$ cat src/rtl/mul_unit_pkg.sv
package mul_unit_pkg;

    localparam int XLEN     = 32;
    localparam int PIPE_LAT = 2;

    typedef enum logic [1:0] {
        MOP_LO    = 2'b00,
        MOP_HI_SS = 2'b01,
        MOP_HI_SU = 2'b10,
        MOP_HI_UU = 2'b11
    } mul_op_e;

    typedef struct packed {
        mul_op_e         op;
        logic [XLEN-1:0] a;
        logic [XLEN-1:0] b;
    } mul_req_t;

    typedef struct packed {
        mul_op_e           op;
        logic [2*XLEN-1:0] prod;
    } mul_prod_t;

    function automatic int digit_count(input int dw);
        return XLEN / dw;
    endfunction

    function automatic int issue_cycles(input int dw);
        return (dw >= XLEN) ? 1 : digit_count(dw) + 3;
    endfunction

    function automatic int total_latency(input int dw);
        return issue_cycles(dw) + PIPE_LAT;
    endfunction

    // Sign treatment of operand A for an opcode
    function automatic logic a_is_signed(input mul_op_e op);
        return (op == MOP_HI_SS) || (op == MOP_HI_SU);
    endfunction

    // Sign treatment of operand B for an opcode
    function automatic logic b_is_signed(input mul_op_e op);
        return (op == MOP_HI_SS);
    endfunction

    function automatic logic [2*XLEN-1:0] widen(input logic [XLEN-1:0] v, input logic sgn);
        return {{XLEN{sgn & v[XLEN-1]}}, v};
    endfunction

    function automatic logic [XLEN-1:0] pick_word(input mul_op_e op, input logic [2*XLEN-1:0] p);
        return (op == MOP_LO) ? p[XLEN-1:0] : p[2*XLEN-1:XLEN];
    endfunction

endpackage

$ cat src/rtl/mul_seq_ctrl.sv
module mul_seq_ctrl
    import mul_unit_pkg::*;
#(
    parameter int LAT  = 13,
    parameter int NDIG = 8
) (
    input  logic clk,
    input  logic rst,
    input  logic start,
    output logic busy,
    output logic done,
    output logic accept,
    output logic step_en
);
    localparam int SW = $clog2(LAT + 1);
    localparam logic [SW-1:0] LAST_STEP = SW'(LAT);
    localparam logic [SW-1:0] LAST_DIG  = SW'(NDIG);

    logic [SW-1:0] step_q;
    logic          busy_q;

    always_comb begin
        accept  = start && !busy_q;
        done    = busy_q && (step_q == LAST_STEP);
        step_en = busy_q && (step_q <= LAST_DIG);
        busy    = busy_q;
    end

    always_ff @(posedge clk) begin
        if (rst) begin
            busy_q <= 1'b0;
            step_q <= '0;
        end else if (accept) begin
            busy_q <= 1'b1;
            step_q <= SW'(1);
        end else if (busy_q) begin
            if (done) begin
                busy_q <= 1'b0;
                step_q <= '0;
            end else begin
                step_q <= step_q + SW'(1);
            end
        end
    end

endmodule

$ cat src/rtl/mul_digit_acc.sv
module mul_digit_acc
    import mul_unit_pkg::*;
#(
    parameter int DW = 4
) (
    input  logic            clk,
    input  logic            rst,
    input  logic            load,
    input  logic            en,
    input  logic [XLEN-1:0] a,
    input  logic [XLEN-1:0] b,
    output logic [XLEN-1:0] result
);
    logic [XLEN-1:0] a_sh;
    logic [XLEN-1:0] b_sh;
    logic [XLEN-1:0] acc;
    logic [XLEN-1:0] partial;

    // One row of the XLEN x DW array, truncated to the low word
    always_comb begin
        partial = a_sh * {{(XLEN-DW){1'b0}}, b_sh[DW-1:0]};
    end

    always_ff @(posedge clk) begin
        if (rst) begin
            a_sh <= '0;
            b_sh <= '0;
            acc  <= '0;
        end else if (load) begin
            a_sh <= a;
            b_sh <= b;
            acc  <= '0;
        end else if (en) begin
            acc  <= acc + partial;
            a_sh <= a_sh << DW;
            b_sh <= b_sh >> DW;
        end
    end

    assign result = acc;

endmodule

$ cat src/rtl/mul_full_pipe.sv
module mul_full_pipe
    import mul_unit_pkg::*;
(
    input  logic            clk,
    input  logic            rst,
    input  logic            start,
    input  mul_req_t        req,
    output logic            done,
    output logic [XLEN-1:0] result
);
    logic      v1, v2, v3;
    mul_req_t  s1;
    mul_prod_t s2, s2_next;
    logic [XLEN-1:0] res_q;

    always_comb begin
        s2_next.op   = s1.op;
        s2_next.prod = widen(s1.a, a_is_signed(s1.op)) * widen(s1.b, b_is_signed(s1.op));
    end

    always_ff @(posedge clk) begin
        if (rst) begin
            v1    <= 1'b0;
            v2    <= 1'b0;
            v3    <= 1'b0;
            s1    <= '0;
            s2    <= '0;
            res_q <= '0;
        end else begin
            v1 <= start;
            v2 <= v1;
            v3 <= v2;
            if (start) s1 <= req;
            if (v1)    s2 <= s2_next;
            if (v2)    res_q <= pick_word(s2.op, s2.prod);
        end
    end

    assign done   = v3;
    assign result = res_q;

endmodule

$ cat src/rtl/mul_unit.sv
module mul_unit
    import mul_unit_pkg::*;
#(
    parameter int DIGIT_W = 4
) (
    input  logic        clk,
    input  logic        rst,
    input  logic        start,
    input  logic [1:0]  op,
    input  logic [31:0] a,
    input  logic [31:0] b,
    output logic        busy,
    output logic        done,
    output logic [31:0] result
);
    localparam int NDIG = digit_count(DIGIT_W);
    localparam int LAT  = total_latency(DIGIT_W);

    generate
        if (DIGIT_W >= XLEN) begin : g_full
            mul_req_t req;
            always_comb begin
                req.op = mul_op_e'(op);
                req.a  = a;
                req.b  = b;
            end
            mul_full_pipe u_pipe (
                .clk    (clk),
                .rst    (rst),
                .start  (start),
                .req    (req),
                .done   (done),
                .result (result)
            );
            assign busy = 1'b0;
        end else begin : g_iter
            logic accept;
            logic step_en;
            logic unused_op;
            assign unused_op = ^op;

            mul_seq_ctrl #(
                .LAT  (LAT),
                .NDIG (NDIG)
            ) u_ctrl (
                .clk     (clk),
                .rst     (rst),
                .start   (start),
                .busy    (busy),
                .done    (done),
                .accept  (accept),
                .step_en (step_en)
            );

            mul_digit_acc #(
                .DW (DIGIT_W)
            ) u_acc (
                .clk    (clk),
                .rst    (rst),
                .load   (accept),
                .en     (step_en),
                .a      (a),
                .b      (b),
                .result (result)
            );
        end
    endgenerate

endmodule

$ cat config.mk
export PLATFORM = sky130hd
export DESIGN_NAME = mul_unit
export DESIGN_NICKNAME = d
export VERILOG_FILES = /design/src/rtl/mul_unit_pkg.sv /design/src/rtl/mul_seq_ctrl.sv /design/src/rtl/mul_digit_acc.sv /design/src/rtl/mul_full_pipe.sv /design/src/rtl/mul_unit.sv
export SDC_FILE = /design/constraint.sdc
export NUM_CORES = 1
export LEC_CHECK = 0
export ABC_AREA = 1
export BUFFER_PORTS_ARGS = -buffer_cell sky130_fd_sc_hd__buf_2
export CAP_MARGIN = 20
export CORE_UTILIZATION = 61
export DETAILED_ROUTE_END_ITERATION = 6
export PLACE_DENSITY = 0.89
export SYNTH_ARGS = -nofsm -noshare
export SYNTH_HDL_FRONTEND = slang
export SYNTH_SLANG_ARGS = --single-unit
$ cat constraint.sdc
create_clock -name clk -period 5.4 [get_ports clk]
set_clock_uncertainty 0.15 [all_clocks]
set_input_delay 0.27 -clock clk [delete_from_list [all_inputs] [get_ports clk]]
set_output_delay 0.27 -clock clk [all_outputs]
set_load 0.03 [all_outputs]
# Word level (Yosys, flattened, before mapping)
# Cells that the tools add are included.
[word_totals]
inputBits = 69
regBits = 101
output_inout_bits = 34
word_cells = 28
[op_classes]
magnitude_cmp = 1
eq_ne = 1
addsub = 2
mul = 1
muxes = 10
reduce_logical = 7
[ops]
columns = ["op", "count"]
rows = [
  ["2-to-1 mux 32 bit", 4],
  ["adder 32 bit", 1],
  ["multiplier 32 x 4 -> 32 bit", 1],
  ["2-to-1 mux 1 bit", 5],
  ["adder 4 x 1 -> 4 bit, second input constant", 1],
  ["equality test 4 bit, second input constant", 1],
  ["less-or-equal comparator 4 bit, second input constant", 1],
  ["2-to-1 mux 4 bit", 1],
  ["nonzero test 2 bit", 2],
  ["logical AND 1 bit", 3],
  ["OR reduction 2 bit", 1],
  ["logical NOT 1 bit", 1],
]

# Depth between registers and ports, before layout
[depth]
depth_word = 5
depth_mapped = 22
ltp_nobuf = 20

# Hierarchy
# From an unflattened synthesis, not the netlist that was laid out.
[hier_totals]
hier_cells = 1537
area_unflattened_um2 = 9710.6
[modules_own_cells]
columns = ["module", "area_per_inst_um2", "seq_area_each_um2", "instances", "cells_each"]
rows = [
  ["mul_digit_acc", 9381.5, 1921.8, 1, 1490],
  ["mul_seq_ctrl", 329.1, 100.1, 1, 47],
]

# Least setup slack after synthesis
# Ideal clock, no wire load.
[synth_timing]
path_kind = "register to register"
startpoint = "reg g_iter.u_acc.b_sh[3]"
endpoint = "reg g_iter.u_acc.acc[30], in the netlist g_iter.u_acc.result[30]"
t_arrival_ns = 3.760
n_path_buf = 2
required_time_ns = 5.141
synth_period_minus_slack_ns = 4.019
stages_incl_launch_ff = 23
path_slack_ns = 1.381
setup_time_ns = 0.109
cell_sequence = "dfxtp_1 > clkbuf_1 > buf_1 > nand2_1 > inv_1 > fa_1 > fa_1 > inv_1 > fa_1 > inv_1 > ha_1 > nand2_1 > inv_1 > nand2_1 > nand2_1 > a21oi_1 > nand2_2 > nand2_1 > nand2_1 > nand2_1 > nand3_1 > nand2_1 > inv_1"
[synth_via]
elab_chain_len = 2
[synth_rtl]
columns = ["item", "line_no", "rtl"]
rows = [
  ["from (decl)", "mul_digit_acc.sv:15", "logic [XLEN-1:0] b_sh;"],
  ["from (signal assigned)", "mul_digit_acc.sv:36", "b_sh <= b_sh >> DW;"],
  ["multiplier 32 x 4 -> 32 bit", "mul_digit_acc.sv:21", "partial = a_sh * {{(XLEN-DW){1'b0}}, b_sh[DW-1:0]};"],
  ["adder 32 bit", "mul_digit_acc.sv:34", "acc <= acc + partial;"],
  ["to (signal assigned)", "mul_digit_acc.sv:34", ""],
  ["to (decl)", "mul_digit_acc.sv:16", "logic [XLEN-1:0] acc;"],
]
# No other way between the ends.
# A chain may end at the register's enable or synchronous reset.

# Worst setup path in the final report
[layout_timing]
startpoint = "reg g_iter.u_acc.b_sh[2]"
endpoint = "reg g_iter.u_acc.acc[27], in the netlist g_iter.u_acc.result[27]"
# Same word-level chain as after synthesis.

==> impl_summary.md <==
Synthesis
After synthesis, the netlist uses 32 different library cells. The number of enable flip-flop cells after synthesis is 0. The async set-or-reset flop fraction in the synthesized netlist is 0. Ranked by total cell area, the synthesized netlist is headed by sky130_fd_sc_hd__dfxtp_1 (21%), sky130_fd_sc_hd__nand2_1 (19%), sky130_fd_sc_hd__fa_1 (18%). Yosys printed 0 warnings. Of all cell types, the one taking the most synthesized area is sky130_fd_sc_hd__dfxtp_1. The synthesized design contains 101 register bits. The number of nets in the synthesized netlist is 1,649. Each instance of the synthesized netlist takes up on average 6.49 um2. The share of synthesized area in the top cell type comes to 0.214. After synthesis the cells add up to 0.00945 mm2. The sequential-to-total area share from yosys stat is 0.214. The gate count after technology mapping is 1,456.

For this run, the leading register cell type out of synthesis is sky130_fd_sc_hd__dfxtp_1.

Timing
The actual slew at the worst max-slew pin is 961 ps. The fraction of the cycle the final worst path needs is 0.828. The normalized max-slew margin is 0.359. The number of max-slew violations in the final report is 0. Setup violations remaining at the end of the flow were counted as 0. On the final layout, the worst hold slack is 10.5 ps. The number of endpoints with negative hold slack in the final report came to 0. For this run, the top clock speed supported by timing is 224 MHz.

Summed over all failing endpoints, the final setup total negative slack is 0 ps. The worst path in the final design needs a cycle of 4470 ps, including I/O delays and setup. Setup repair after global routing left no endpoint under its margin.

Clock tree
In this run the deepest clock path goes through 2 buffers. The number of levels the H-tree was split into is 3. The clock edge transition at the registers on the reported setup and hold paths is 80 ps.

The later-pin clock latency in the skew report is 360 ps. The number of sinks on the clock net is 101. TritonCTS built the clock tree. Counting the buffers created by CTS gives 9.

The CTS root buffer is sky130_fd_sc_hd__clkbuf_16. Once the clock tree was built, the resizer swapped 0 gates to a different size.

Routing
For this block, the routed nets add up to 23.4 mm of wire. The remaining antenna violation count after routing is 0. In the routed design, unresolved DRC markers number 0. Dividing the detail-routed via count by the number of cells gives 5.25. The violation count after the first detailed-route iteration is 809. Dividing the detail-routed wire length by the instance count gives 13.6 um. For this block, the via count after detailed routing is 9,036. The count of TritonRoute iterations in the first routing pass is 7.

Floorplan
The region available for standard cell placement spans 0.0151 mm2. The number of placement rows is 45. The die area is 0.0160 mm2. The height of the die is 126 um.

The I/O pin count is 103. The die boundary width is 126 um. The starting density of the core is 0.624.

Layout
The post-layout instance area is 0.0104 mm2. The final layout contains 1,721 nets. The layout has 1,241 filler cells. Leaving out fill and tap cells, the most frequent cell in the layout is sky130_fd_sc_hd__nand2_1. In the layout the commonest cells are sky130_fd_sc_hd__nand2_1 (475), sky130_fd_sc_hd__inv_1 (374), sky130_fd_sc_hd__dfxtp_1 (101). The area taken by flip-flops and latches is 0.00202 mm2. The layout cell share with drive strength beyond 1 is 0.0913. The area of the multi-input gates is 0.00578 mm2.

The number of diodes added for antenna fixing is 0. Compared with the post-synthesis result, the final layout area differs by 9.63%.

Global route
For this run, the total global-route usage over all layers was measured as 0.312. Entering global routing, the biggest net connects 67 pins. The remaining global-route overflow is 0. The via count of the first global-routing pass is 8,515.

The initial antenna violation count is 0. The first-pass GRT wire length is 39.8 mm.

Critical path
The slowest stage of the critical path is the sky130_fd_sc_hd__dfxtp_1 cell. The worst-case register-to-register setup slack is 930 ps. The critical path contains buffers and inverters numbering 5 combined. The most critical setup path has its startpoint at g_iter.u_acc.b_sh[2].

The signal on the critical path passes through nand2_1 > inv_1 > fa_1 > fa_1 > inv_1 > fa_1 > inv_1 > ha_1 > nand2_1 > inv_1 > a21oi_1 > nand3_1 > nand2_1 > nand3_1 > nand2_1 > nand3_1 > nand2_1 > inv_1. For this run, the slowest stage of the critical path takes 810 ps. By startpoint and endpoint, the worst setup path is classified as flip-flop to flip-flop. The startpoint identified for the worst register-to-register timing path is g_iter.u_acc.b_sh[2]. The maximum fanout encountered on the critical timing path is 19. The kind of cell with the highest combined delay on the critical path is adder cells.

STA puts the critical path data required time at 5520 ps. The worst setup path is captured at a flip-flop. Data on the critical path arrives at its endpoint at 4590 ps. The worst setup path is launched from a flip-flop.

Placed design
The HPWL reported at the end of detailed placement is 17.9 mm. The number of port buffers is 100. The post-detailed-placement cell area is 0.0100 mm2. The routability-driven placement congestion ratio is 0.951.

Job
The tool flagged a number of max-cap violations equal to 0.

Pwr
IR analysis of the VDD net gives a maximum drop of 0.000173 V. The standby leakage power is 6.29 nW. For this design the ratio of total power to cell area is 201 mW/mm2.

Worst hold path
In this run the most critical hold path is launched from a[2]. The class of the tightest hold or removal check is primary input to flip-flop.

Outcome
The run finished with clean final reports.
-- where the power goes --
group	switching, mW	internal, mW
clock	0.319	0.369
sequential	0.0739	0.800
combinational	0.335	0.181
total	0.727	1.35
-- routing by layer --
layer	vias to the layer above	wire [um]	global-route usage
met2	384	10800	0.506
li1	4476	-	-
met5	-	0	0
met3	60	2100	0.0569
met1	4116	9950	0.418
met4	0	578	0.116
-- path summary, 6_finish.rpt --
kind	endpoint	cells after the start
max reg2reg	g_iter.u_acc.result[27]	18
max	g_iter.u_acc.result[27]	18
min	g_iter.u_acc.a_sh[2]	3
min reg2reg	g_iter.u_acc.b_sh[30]	2
-- kinds of logic (layout without fill, tap and decap cells) --
family,after synthesis,in the layout,share of synthesized area
simple gates,607,607,0.258
compound gates,180,180,0.109
xor+xnor,13,13,0.0120
flops,101,101,0.214
fa+ha+maj,124,124,0.233
buf+inv,431,508,0.174
-- worst min-delay path: cells and delay by family --
family,cells,cell delay (ps)
AND/OR/NAND/NOR,1,50
buffers and inverters,1,90
AO/OA/AOI/OAI,1,60
-- final cells by class --
cell class / instances / area share
clock buffers: 10 / 0.0221
clock inverters: 6 / 0.00749
inverters: 382 / 0.139
multi-input cells: 924 / 0.558
flip-flops and latches: 101 / 0.195
well taps: 188 / 0.0227
repair buffers: 110 / 0.0558
-- synth_stat cells, types with 5 or more instances --
master	n
sky130_fd_sc_hd__nand2_1	475
sky130_fd_sc_hd__inv_1	374
sky130_fd_sc_hd__dfxtp_1	101
sky130_fd_sc_hd__fa_1	86
sky130_fd_sc_hd__a21oi_1	75
sky130_fd_sc_hd__nand3_1	63
sky130_fd_sc_hd__nor2_1	48
sky130_fd_sc_hd__ha_1	38
sky130_fd_sc_hd__a31oi_1	36
sky130_fd_sc_hd__clkbuf_1	23
sky130_fd_sc_hd__o21ai_1	22
sky130_fd_sc_hd__buf_2	21
sky130_fd_sc_hd__a22oi_1	20
sky130_fd_sc_hd__o21ai_0	16
sky130_fd_sc_hd__xor2_1	13
sky130_fd_sc_hd__inv_2	7
sky130_fd_sc_hd__buf_1	5
sky130_fd_sc_hd__nand4_1	5
sky130_fd_sc_hd__nor3_1	5
-- state kept, by name, summed over array words and instances (netlist names) --
signal                cells
g_iter.u_acc.a_sh        32
g_iter.u_acc.b_sh        32
g_iter.u_acc.result      32
g_iter.u_ctrl.step_q      4
g_iter.u_ctrl.busy        1
-- per-stage QoR --
stage / utilization / total power [mW] / setup WS, ps / instances
2_1_floorplan: - / 1.25 / 1380 / 1456
3_5_place_dp: 0.663 / 1.39 / 1020 / 1704
5_1_grt: 0.684 / 2.20 / 610 / 1721
6_report: 0.684 / 2.08 / 927 / 1721
4_1_cts: 0.684 / 2.08 / 988 / 1721
3_3_place_gp: 0.663 / 1.38 / 1060 / 1704
-- what timing repair did --
item	CTS	global route
hold buffers	1	0
setup endpoints to repair	0	0
endpoints found under the hold margin	1	0
setup buffers	0	0
(Power assumes the default switching activity.)
